$ cat src/rtl/tsync_pkg.sv
package tsync_pkg;
  localparam logic [7:0] TS_MARKER  = 8'h47;
  localparam int         TS_PKT_LEN = 188;
  localparam int         TS_CANDS   = 3;
  localparam int         TS_RUN_W   = 4;
endpackage

$ cat src/rtl/tsync_alloc.sv
module tsync_alloc #(
  parameter int NUM = 3
) (
  input  logic [NUM-1:0] free_i,
  input  logic           req_i,
  output logic [NUM-1:0] grant_o
);
  logic [NUM:0] taken;

  assign taken[0] = 1'b0;

  for (genvar i = 0; i < NUM; i++) begin : g_pick
    assign grant_o[i]  = req_i & free_i[i] & ~taken[i];
    assign taken[i+1]  = taken[i] | free_i[i];
  end

  always_comb begin
    p_one_grant_r4 : assert ($onehot0(grant_o));
  end
endmodule

$ cat src/rtl/tsync_cand.sv
module tsync_cand #(
  parameter int PKT_LEN = 188,
  parameter int RUN_W   = 4,
  localparam int DCW    = $clog2(PKT_LEN),
  localparam logic [DCW-1:0] LAST = DCW'(PKT_LEN - 1),
  localparam logic [RUN_W-1:0] RUN_MAX = {RUN_W{1'b1}}
) (
  input  logic             clk,
  input  logic             rst_n,
  input  logic             clr_i,
  input  logic             step_i,
  input  logic             marker_i,
  input  logic             open_i,
  output logic             busy_o,
  output logic             cont_o,
  output logic [RUN_W-1:0] run_o
);
  logic             act_q, act_n;
  logic [DCW-1:0]   dcnt_q, dcnt_n;
  logic [RUN_W-1:0] run_q, run_n;
  logic             due;

  assign due    = act_q & (dcnt_q == LAST);
  assign busy_o = act_q;
  assign cont_o = due & marker_i;
  assign run_o  = run_q;

  always_comb begin
    act_n  = act_q;
    dcnt_n = dcnt_q;
    run_n  = run_q;
    if (clr_i) begin
      act_n  = 1'b0;
      dcnt_n = '0;
      run_n  = '0;
    end else if (step_i) begin
      if (act_q) begin
        if (due) begin
          if (marker_i) begin
            dcnt_n = '0;
            run_n  = (run_q == RUN_MAX) ? RUN_MAX : run_q + 1'b1;
          end else begin
            act_n  = 1'b0;
            dcnt_n = '0;
            run_n  = '0;
          end
        end else begin
          dcnt_n = dcnt_q + 1'b1;
        end
      end else if (open_i) begin
        act_n  = 1'b1;
        dcnt_n = '0;
        run_n  = RUN_W'(1);
      end
    end
  end

  always_ff @(posedge clk or negedge rst_n) begin
    if (!rst_n) begin
      act_q  <= 1'b0;
      dcnt_q <= '0;
      run_q  <= '0;
    end else begin
      act_q  <= act_n;
      dcnt_q <= dcnt_n;
      run_q  <= run_n;
    end
  end

  p_dcnt_bound_r1 : assert property (@(posedge clk) disable iff (!rst_n)
    dcnt_q <= LAST);

  p_drop_on_miss_r5 : assert property (@(posedge clk) disable iff (!rst_n)
    (due && step_i && !marker_i && !clr_i) |=> (!act_q && run_q == '0));

  p_count_on_hit_r5 : assert property (@(posedge clk) disable iff (!rst_n)
    (due && step_i && marker_i && !clr_i) |=>
      (act_q && dcnt_q == '0 &&
       run_q == (($past(run_q) == RUN_MAX) ? RUN_MAX : $past(run_q) + 1'b1)));
endmodule

$ cat src/rtl/tsync_acq.sv
module tsync_acq
  import tsync_pkg::*;
#(
  parameter logic [7:0] MARKER  = TS_MARKER,
  parameter int         PKT_LEN = TS_PKT_LEN,
  parameter int         NCAND   = TS_CANDS,
  parameter int         RUN_W   = TS_RUN_W,
  localparam int        DCW     = $clog2(PKT_LEN),
  localparam logic [DCW-1:0] LAST = DCW'(PKT_LEN - 1)
) (
  input  logic             clk,
  input  logic             rst_n,
  input  logic             clr_i,
  input  logic [RUN_W-1:0] need_cnt_i,
  input  logic [7:0]       byte_i,
  input  logic             bvalid_i,
  output logic [7:0]       data_o,
  output logic             dvalid_o,
  output logic             pkt_start_o,
  output logic             locked_o
);
  logic             locked_q, locked_n;
  logic [DCW-1:0]   pos_q, pos_n;
  logic [7:0]       data_q, data_n;
  logic             dv_q, dv_n;
  logic             st_q, st_n;

  logic             is_marker, step, any_cont, any_open, accepted, lock_now;
  logic [NCAND-1:0] busy, cont, grant, hit;

  assign is_marker = (byte_i == MARKER);
  assign step      = bvalid_i & ~locked_q;

  for (genvar i = 0; i < NCAND; i++) begin : g_cand
    logic [RUN_W-1:0] run;
    logic [RUN_W:0]   run_inc;

    tsync_cand #(.PKT_LEN(PKT_LEN), .RUN_W(RUN_W)) u_cand (
      .clk      (clk),
      .rst_n    (rst_n),
      .clr_i    (clr_i),
      .step_i   (step),
      .marker_i (is_marker),
      .open_i   (grant[i]),
      .busy_o   (busy[i]),
      .cont_o   (cont[i]),
      .run_o    (run)
    );

    assign run_inc = {1'b0, run} + {{RUN_W{1'b0}}, 1'b1};
    assign hit[i]  = cont[i] & (run_inc == {1'b0, need_cnt_i});
  end

  assign any_cont = |cont;

  tsync_alloc #(.NUM(NCAND)) u_alloc (
    .free_i  (~busy),
    .req_i   (step & is_marker & ~any_cont),
    .grant_o (grant)
  );

  assign any_open = |grant;
  assign accepted = any_cont | any_open;
  assign lock_now = step & ~clr_i &
                    ((accepted & (need_cnt_i == '0)) |
                     (|hit) |
                     (any_open & (need_cnt_i == RUN_W'(1))));

  always_comb begin
    locked_n = locked_q;
    pos_n    = pos_q;
    data_n   = data_q;
    dv_n     = 1'b0;
    st_n     = 1'b0;
    if (bvalid_i) data_n = byte_i;
    if (clr_i) begin
      locked_n = 1'b0;
      pos_n    = '0;
    end else if (lock_now) begin
      locked_n = 1'b1;
      pos_n    = (LAST == '0) ? '0 : DCW'(1);
      dv_n     = 1'b1;
      st_n     = 1'b1;
    end else if (locked_q && bvalid_i) begin
      pos_n = (pos_q == LAST) ? '0 : pos_q + 1'b1;
      dv_n  = 1'b1;
      st_n  = is_marker & (pos_q == '0);
    end
  end

  always_ff @(posedge clk or negedge rst_n) begin
    if (!rst_n) begin
      locked_q <= 1'b0;
      pos_q    <= '0;
      dv_q     <= 1'b0;
      st_q     <= 1'b0;
    end else begin
      locked_q <= locked_n;
      pos_q    <= pos_n;
      dv_q     <= dv_n;
      st_q     <= st_n;
    end
  end

  always_ff @(posedge clk or negedge rst_n) begin
    if (!rst_n)        data_q <= '0;
    else if (bvalid_i) data_q <= data_n;
  end

  assign data_o      = data_q;
  assign dvalid_o    = dv_q;
  assign pkt_start_o = st_q;
  assign locked_o    = locked_q;

  p_no_data_unlocked_r8 : assert property (@(posedge clk) disable iff (!rst_n)
    dvalid_o |-> locked_o);

  p_start_is_marker_r9 : assert property (@(posedge clk) disable iff (!rst_n)
    pkt_start_o |-> (dvalid_o && data_o == MARKER));

  p_lock_holds_r6 : assert property (@(posedge clk) disable iff (!rst_n)
    (locked_o && !clr_i) |=> locked_o);

  p_idle_quiet_r10 : assert property (@(posedge clk) disable iff (!rst_n)
    !bvalid_i |=> (!dvalid_o && !pkt_start_o));

  p_clear_wins_r11 : assert property (@(posedge clk) disable iff (!rst_n)
    clr_i |=> (!locked_o && !dvalid_o));

  p_full_ignore_r7 : assert property (@(posedge clk) disable iff (!rst_n)
    (step && is_marker && (&busy) && !any_cont && !clr_i) |=>
      ($stable(busy) && !locked_o));
endmodule

$ cat config.mk
export PLATFORM = sky130hd
export DESIGN_NAME = tsync_acq
export DESIGN_NICKNAME = d
export VERILOG_FILES = /design/src/rtl/tsync_pkg.sv /design/src/rtl/tsync_alloc.sv /design/src/rtl/tsync_cand.sv /design/src/rtl/tsync_acq.sv
export SDC_FILE = /design/constraint.sdc
export NUM_CORES = 1
export LEC_CHECK = 0
export BUFFER_PORTS_ARGS = -buffer_cell sky130_fd_sc_hd__buf_2
export CELL_PAD_IN_SITES_DETAIL_PLACEMENT = 1
export CELL_PAD_IN_SITES_GLOBAL_PLACEMENT = 2
export CORE_UTILIZATION = 35
export CTS_CLUSTER_SIZE = 10
export DETAILED_ROUTE_END_ITERATION = 8
export PLACE_DENSITY_LB_ADDON = 0.1
export SLEW_MARGIN = 30
export SYNTH_ARGS = -nofsm -noshare
export SYNTH_HDL_FRONTEND = slang
export SYNTH_SLANG_ARGS = --single-unit
$ cat constraint.sdc
create_clock -name clk -period 1.9 [get_ports clk]
set_input_delay 0.38 -clock clk [delete_from_list [all_inputs] [get_ports clk]]
set_output_delay 0.38 -clock clk [all_outputs]
set_load 0.005 [all_outputs]
==> flow_metrics.py, run 1 <==
metrics = {
    "synth": {
        "synth_flop_cell": "dfrtp_1",
        "yosysMostFrequentCell": "dfrtp_1",
        "synthArstFlopShare_pct": 100,
        "synth_top_area_share_pct": 39.0,
        "synth-edff-count": 0,
        "syn_avg_cell_area_sq_um": 9.30,
        "syn-instance-count": 400,
        "synth_top_cell_by_area": "dfrtp_1",
        "synth_area_leaders": "dfrtp_1 (39%), a21oi_1 (5.0%), xnor2_1 (4.0%)",
        "synthDistinctLibCells": 72,
        "ys_seq_elements": 58,
        "syn-cell-area_sq_um": 3720,
        "ys_seq_area_share_pct": 39.0,
        "syn_nets": 424,
        "yosysWarnings": 0,
        "synth_commonest_cells": "dfrtp_1 (58), a21oi_1 (37), nor2_1 (36)",
    },
    "detailed_routing": {
        "dr.pass1.iters": 4,
        "first_iter_violations": 133,
        "drc_errors": 0,
        "num_vias": 3750,
        "routedWlPerCell_microns": 19.8,
        "via_per_inst": 5.64,
        "ant_nets": 0,
        "drt-total-wl_mm": 13.2,
    },
    "sta": {
        "clock.fmax_mhz": 474,
        "hold_viol": 0,
        "worstMarginPinSlew_ns": 0.605,
        "rsz0062_at_grt": "true",
        "max_slew_margin_pct": 59.2,
        "setup_ws_ns": -0.210,
        "period_needed_ns": 2.11,
        "slew_viol_final": 0,
        "post-route-period-util_pct": 111,
        "fin_skew_ns": 0.0149,
        "setup_viol": 41,
    },
    "global_routing": {
        "grt_pass1_wl_mm": 21.1,
        "grt_max_degree": 59,
        "antenna_found_initial": 0,
        "track_usage_pct": 24.8,
        "overflow": 0,
        "grt_pass1_vias": 4039,
    },
    "cts": {
        "cts_buffer_depth": 2,
        "cts-root-buf": "clkbuf_8",
        "insertion_delay_ns": 0.36,
        "cts_tree": "done",
        "htree_num_levels": 3,
        "clkSinkCount": 58,
        "holdBufCountCts": 0,
        "numCtsBuffers": 9,
        "clk_pin_slew_ns": 0.07,
    },
    "layout": {
        "area_growth_pct": 48.6,
        "fillers": 1161,
        "ff_latch_area_sq_um": 1450,
        "drive_gt1_share_pct": 46.9,
        "num_antenna_cells": 0,
        "finalNonFillerCells": 665,
        "nNetsFinal": 549,
        "multiInputGateArea_sq_um": 2640,
    },
    "worst_setup_path": {
        "cp-end-kind": "register",
        "cp_data_arrival_time_ns": 2.38,
        "cp_max_fo": 4,
        "r2r_slack_ns": -0.21,
        "path_class": "register to register",
        "rr_startpoint": "g_cand[1].u_cand.dcnt_q[0]",
        "crit_start": "g_cand[1].u_cand.dcnt_q[0]",
        "startpoint_type": "register",
        "cp.required_ns": 2.17,
    },
    "die": {
        "io_pins": 27,
        "rows": 37,
        "dieArea_sq_um": 11000,
        "core_area_sq_um": 10300,
        "die_w_microns": 105,
        "start_util_pct": 36.0,
        "die_h_microns": 105,
    },
    "placed_design": {
        "port_buffers": 26,
        "dp_slack_ns": -0.343,
        "gp_congestion": 0.826,
        "hpwl_mm": 8.90,
        "dp.cells": 632,
    },
    "power": {
        "power.density_nw_per_um2": 496,
        "leakage_nw": 2.29,
        "vdd_drop_max_mv": 0.395,
    },
    "min_path": {
        "hold_class": "input pin to asynchronous set/reset pin",
    },
    "flow_run": {
        "cap_violations": 0,
    },
    "run_status": {
        "violations": "setup timing",
        "status": "finished, violations left",
    },
}
-- repair_timing --
action / 4_1_cts / 5_1_grt
buffers inserted: 13 / 7
resized for setup: 61 / 51
pin swaps: 35 / 41
endpoints found under the setup margin: 49 / 49
-- metrics by stage --
step,utilization (%),area [sq um],hold slack (ns),setup TNS [ns],total power [W]
2_1_floorplan,-,3760,0.0844,-0.117,0.00141
3_3_place_gp,45.2,4670,0.418,-7.57,0.00156
3_5_place_dp,45.2,4670,0.421,-9.40,0.00157
4_1_cts,50.7,5230,0.0382,-2.18,0.00275
5_1_grt,53.5,5530,0.0541,-8.46,0.00283
6_report,53.5,5530,0.0239,-4.65,0.00274
-- final timing paths --
path	endpoint	cells after the start
max in group asynchronous	data_o[3]	2
worst min-delay path	pos_q[2]	2
min in group clk	data_o[3]	2
worst min register to register	data_o[6]	1
worst max register to register	pkt_start_o	10
worst max-delay path	pkt_start_o	10
-- sequential cells by signal, indices dropped and copies added (netlist names) --
name	cells
g_cand.u_cand.dcnt_q	24
g_cand.u_cand.run_o	12
data_o	8
pos_q	8
g_cand.u_cand.busy_o	3
dvalid_o	1
locked_o	1
pkt_start_o	1
-- power breakdown --
group / internal, W / leakage [nW] / switching, W / total (W)
Sequential: 0.00126 / 0.790 / 0.0000138 / 0.00127
Clock: 0.000631 / 0.0962 / 0.000528 / 0.00116
Combinational: 0.000138 / 1.41 / 0.000173 / 0.000311
Total: 0.00202 / 2.29 / 0.000715 / 0.00274
-- layout by cell type, fill, tap and decap left out, types with 5 or more instances in the layout --
cell / Yosys / layout
buf_4: 3 / 83
dfrtp_1: 58 / 58
nor2_1: 36 / 28
a21oi_1: 37 / 28
buf_2: 4 / 26
nand2_1: 26 / 24
xnor2_1: 17 / 17
buf_6: 1 / 16
nand3_1: 15 / 13
nand4_1: 13 / 13
inv_1: 12 / 12
a21oi_2: 1 / 10
clkbuf_8: 0 / 10
mux2_2: 10 / 9
o21ai_0: 17 / 9
xor2_1: 9 / 8
and3_1: 8 / 7
nor3_1: 11 / 7
o211ai_1: 6 / 6
o21ai_2: 0 / 6
a41oi_2: 0 / 6
nand2b_1: 6 / 5
nor2_2: 1 / 5
buf_12: 0 / 5
-- routing by layer --
metal | vias to the layer above | share of wire [%] | GRT usage [%]
met5 | - | 0 | 0
met4 | 0 | 2.8 | 9.86
met3 | 26 | 2.4 | 4.12
met2 | 49 | 51 | 42.8
met1 | 1932 | 43 | 30.7
li1 | 1743 | - | -
-- critical path, stage by stage, from the launching register on --
cell,delay [ns]
dfrtp_1,0.38
ha_2,0.21
nand4_1,0.15
buf_4,0.18
nor2_4,0.06
o31a_1,0.32
buf_4,0.15
nor3_4,0.19
buf_4,0.14
a311oi_2,0.04
o31ai_1,0.21
-- cell families (layout without fill, tap and decap cells) --
family	count (synthesis)	after routing	synth area share, %
XOR/XNOR	26	26	6.12
adder cells (fa/ha/maj)	8	8	2.69
multiplexers	10	10	3.03
AO/OA/AOI/OAI	110	110	20.0
flip-flops	58	58	39.0
buffers and inverters	28	157	3.60
AND/OR/NAND/NOR	160	160	25.5
-- area by class of cell --
class	instances	area share, %
Sequential cell	58	26.3
Multi-Input combinational cell	314	47.8
Clock buffer	12	2.63
Clock inverter	3	0.724
Inverter	12	0.815
Timing Repair Buffer	130	18.7
Tap cell	136	3.08
Power figures use the tool's default switching activity.
==> run 2: changes to the inputs <==
GPL_TIMING_DRIVEN = 0   (was not set)
==> run 2 against run 1 <==
Compared with the run above: the flow still finishes with violations (setup timing); utilization decreased by 5.7 points; global-route usage down 1.5 points; sequential share of layout area up 3.3 points; combinational power is 11% lower; setup slack improved by 0.046 ns; flip-flop and latch count did not move; register-to-register slack improved by 0.05 ns; worst hold slack improved by 0.26 ns; power is 0.53% higher; die area is the same; count of clock-buffer cells in the layout rose by 2.
==> flow_metrics.py, run 2 (same netlist as run 1, synthesis figures left out) <==
metrics = {
    "detailed_routing": {
        "drt-total-wl_mm": 12.3,
        "dr.pass1.iters": 4,
        "routedWlPerCell_microns": 20.1,
        "num_vias": 3454,
        "ant_nets": 0,
        "first_iter_violations": 148,
        "via_per_inst": 5.67,
        "drc_errors": 0,
    },
    "sta": {
        "setup_ws_ns": -0.164,
        "clock.fmax_mhz": 484,
        "rsz0062_at_grt": "true",
        "max_slew_margin_pct": 54.3,
        "post-route-period-util_pct": 109,
        "period_needed_ns": 2.06,
        "setup_viol": 37,
        "setup_tns_ns": -2.89,
        "fin_skew_ns": 0.00688,
        "hold_viol": 0,
        "worstMarginPinSlew_ns": 0.686,
        "slew_viol_final": 0,
    },
    "layout": {
        "area_growth_pct": 32.9,
        "num_antenna_cells": 0,
        "regMostFlops": "g_cand.u_cand.dcnt_q",
        "layout_common_cells": "dfrtp_1 (50), a21oi_1 (32), buf_4 (31)",
        "postLayoutCellArea_sq_um": 4940,
        "multiInputGateArea_sq_um": 2560,
        "fillers": 1190,
        "ff_latch_area_sq_um": 1460,
        "drive_gt1_share_pct": 37.2,
        "mostFrequentLayoutCell": "dfrtp_1",
        "largest_reg_flops": 24,
        "nNetsFinal": 492,
    },
    "min_path": {
        "hold_class": "input pin to register",
        "whs_path_depth": 2,
    },
    "worst_setup_path": {
        "critical-path-max-stage-delay_ns": 0.44,
        "worst_path_most_repeated_cell": "a21oi_1",
        "cp.required_ns": 2.13,
        "cpMaxStageDelayCell": "o311a_4",
        "path_class": "register to register",
        "cp_num_cells": 7,
        "startpoint_type": "register",
        "path_buf_inv": 0,
        "crit_chain": "ha_4, nand4b_1, o311a_4, and3_4, a221o_1, a21oi_1, a21oi_1",
        "critical_path.top_delay_family": "compound AO/OA/AOI/OAI gates",
        "cp_max_fo": 5,
        "cp_data_arrival_time_ns": 2.30,
        "r2r.worst_path.cells": 7,
        "cp-end-kind": "register",
    },
    "die": {
        "dieArea_sq_um": 11000,
        "core_area_sq_um": 10300,
        "io_pins": 27,
        "start_util_pct": 36.0,
        "rows": 37,
        "die_h_microns": 105,
        "die_w_microns": 105,
    },
    "global_routing": {
        "grt_pass1_wl_mm": 19.7,
        "antenna_found_initial": 0,
        "track_usage_pct": 23.3,
        "grt_max_degree": 34,
        "grt_pass1_vias": 3690,
        "overflow": 0,
    },
    "cts": {
        "cts_tree": "done",
        "insertion_delay_ns": 0.36,
        "clk_pin_slew_ns": 0.07,
        "cts_buffer_depth": 2,
        "numCtsBuffers": 9,
        "clkSinkCount": 58,
        "htree_num_levels": 3,
        "cts-root-buf": "clkbuf_8",
    },
    "flow_run": {
        "cap_violations": 0,
    },
    "power": {
        "leakage_nw": 1.93,
        "vdd_drop_max_mv": 0.379,
        "power.density_nw_per_um2": 557,
    },
    "placed_design": {
        "hpwl_mm": 8.25,
        "port_buffers": 26,
        "gp_congestion": 0.748,
        "post_dp_cell_area_sq_um": 4080,
    },
    "run_status": {
        "status": "finished, violations left",
        "violations": "setup timing",
    },
}
run 2: what timing repair did:
| item | 4_1_cts | 5_1_grt |
|---|---|---|
| hold buffers | 1 | 0 |
| setup endpoints to repair | 50 | 49 |
| pin swaps | 22 | 29 |
| buffers inserted | 20 | 8 |
| resized for setup | 48 | 50 |
| endpoints found under the hold margin | 25 | 0 |
| cloned | 1 | 1 |
run 2: stage by stage:
stage | worst slack (ns) | hold slack, ns | utilization, % | instances | power (W)
after floorplan | -0.0326 | 0.0844 | - | 400 | 0.00141
after global placement | -0.515 | 0.486 | 39.3 | 562 | 0.00152
after detailed placement | -0.519 | 0.317 | 39.5 | 563 | 0.00153
after CTS | -0.158 | 0.280 | 45.4 | 600 | 0.00276
after global routing | -0.241 | 0.281 | 47.9 | 609 | 0.00286
final | -0.164 | 0.287 | 47.9 | 609 | 0.00275
run 2: worst paths after layout:
path                                            start                          to  slack (ns)
max                        g_cand[2].u_cand.dcnt_q[1]   g_cand[1].u_cand.run_o[3]       -0.16
min                                         byte_i[3]                   data_o[3]        0.29
max reg2reg                g_cand[2].u_cand.dcnt_q[1]   g_cand[1].u_cand.run_o[3]       -0.16
min reg2reg                                 data_o[3]                   data_o[3]        0.50
max in group asynchronous                       rst_n  g_cand[2].u_cand.dcnt_q[0]        0.88
min in group asynchronous                       rst_n                    pos_q[6]        0.48
run 2: cell type report:
class                           instances  area share [%]
Buffer                                 15            2.20
Clock buffer                           14            3.29
Clock inverter                          2           0.709
Inverter                               12           0.912
Multi-Input combinational cell        314            51.9
Sequential cell                        58            29.6
Tap cell                              136            3.44
Timing Repair Buffer                   58            8.00
run 2: layer usage:
metal	global-route usage [%]	wire, microns	vias up
met3	4.55	225	19
met5	0	0	-
met2	38.6	5910	35
li1	-	-	1633
met4	7.55	267	0
met1	30.4	5860	1767
run 2: where the power goes:
part | total, W | internal [W] | switching (W)
logic | 0.000276 | 0.000110 | 0.000166
clock network | 0.00121 | 0.000677 | 0.000531
registers | 0.00127 | 0.00126 | 0.0000131
total | 0.00275 | 0.00204 | 0.000711
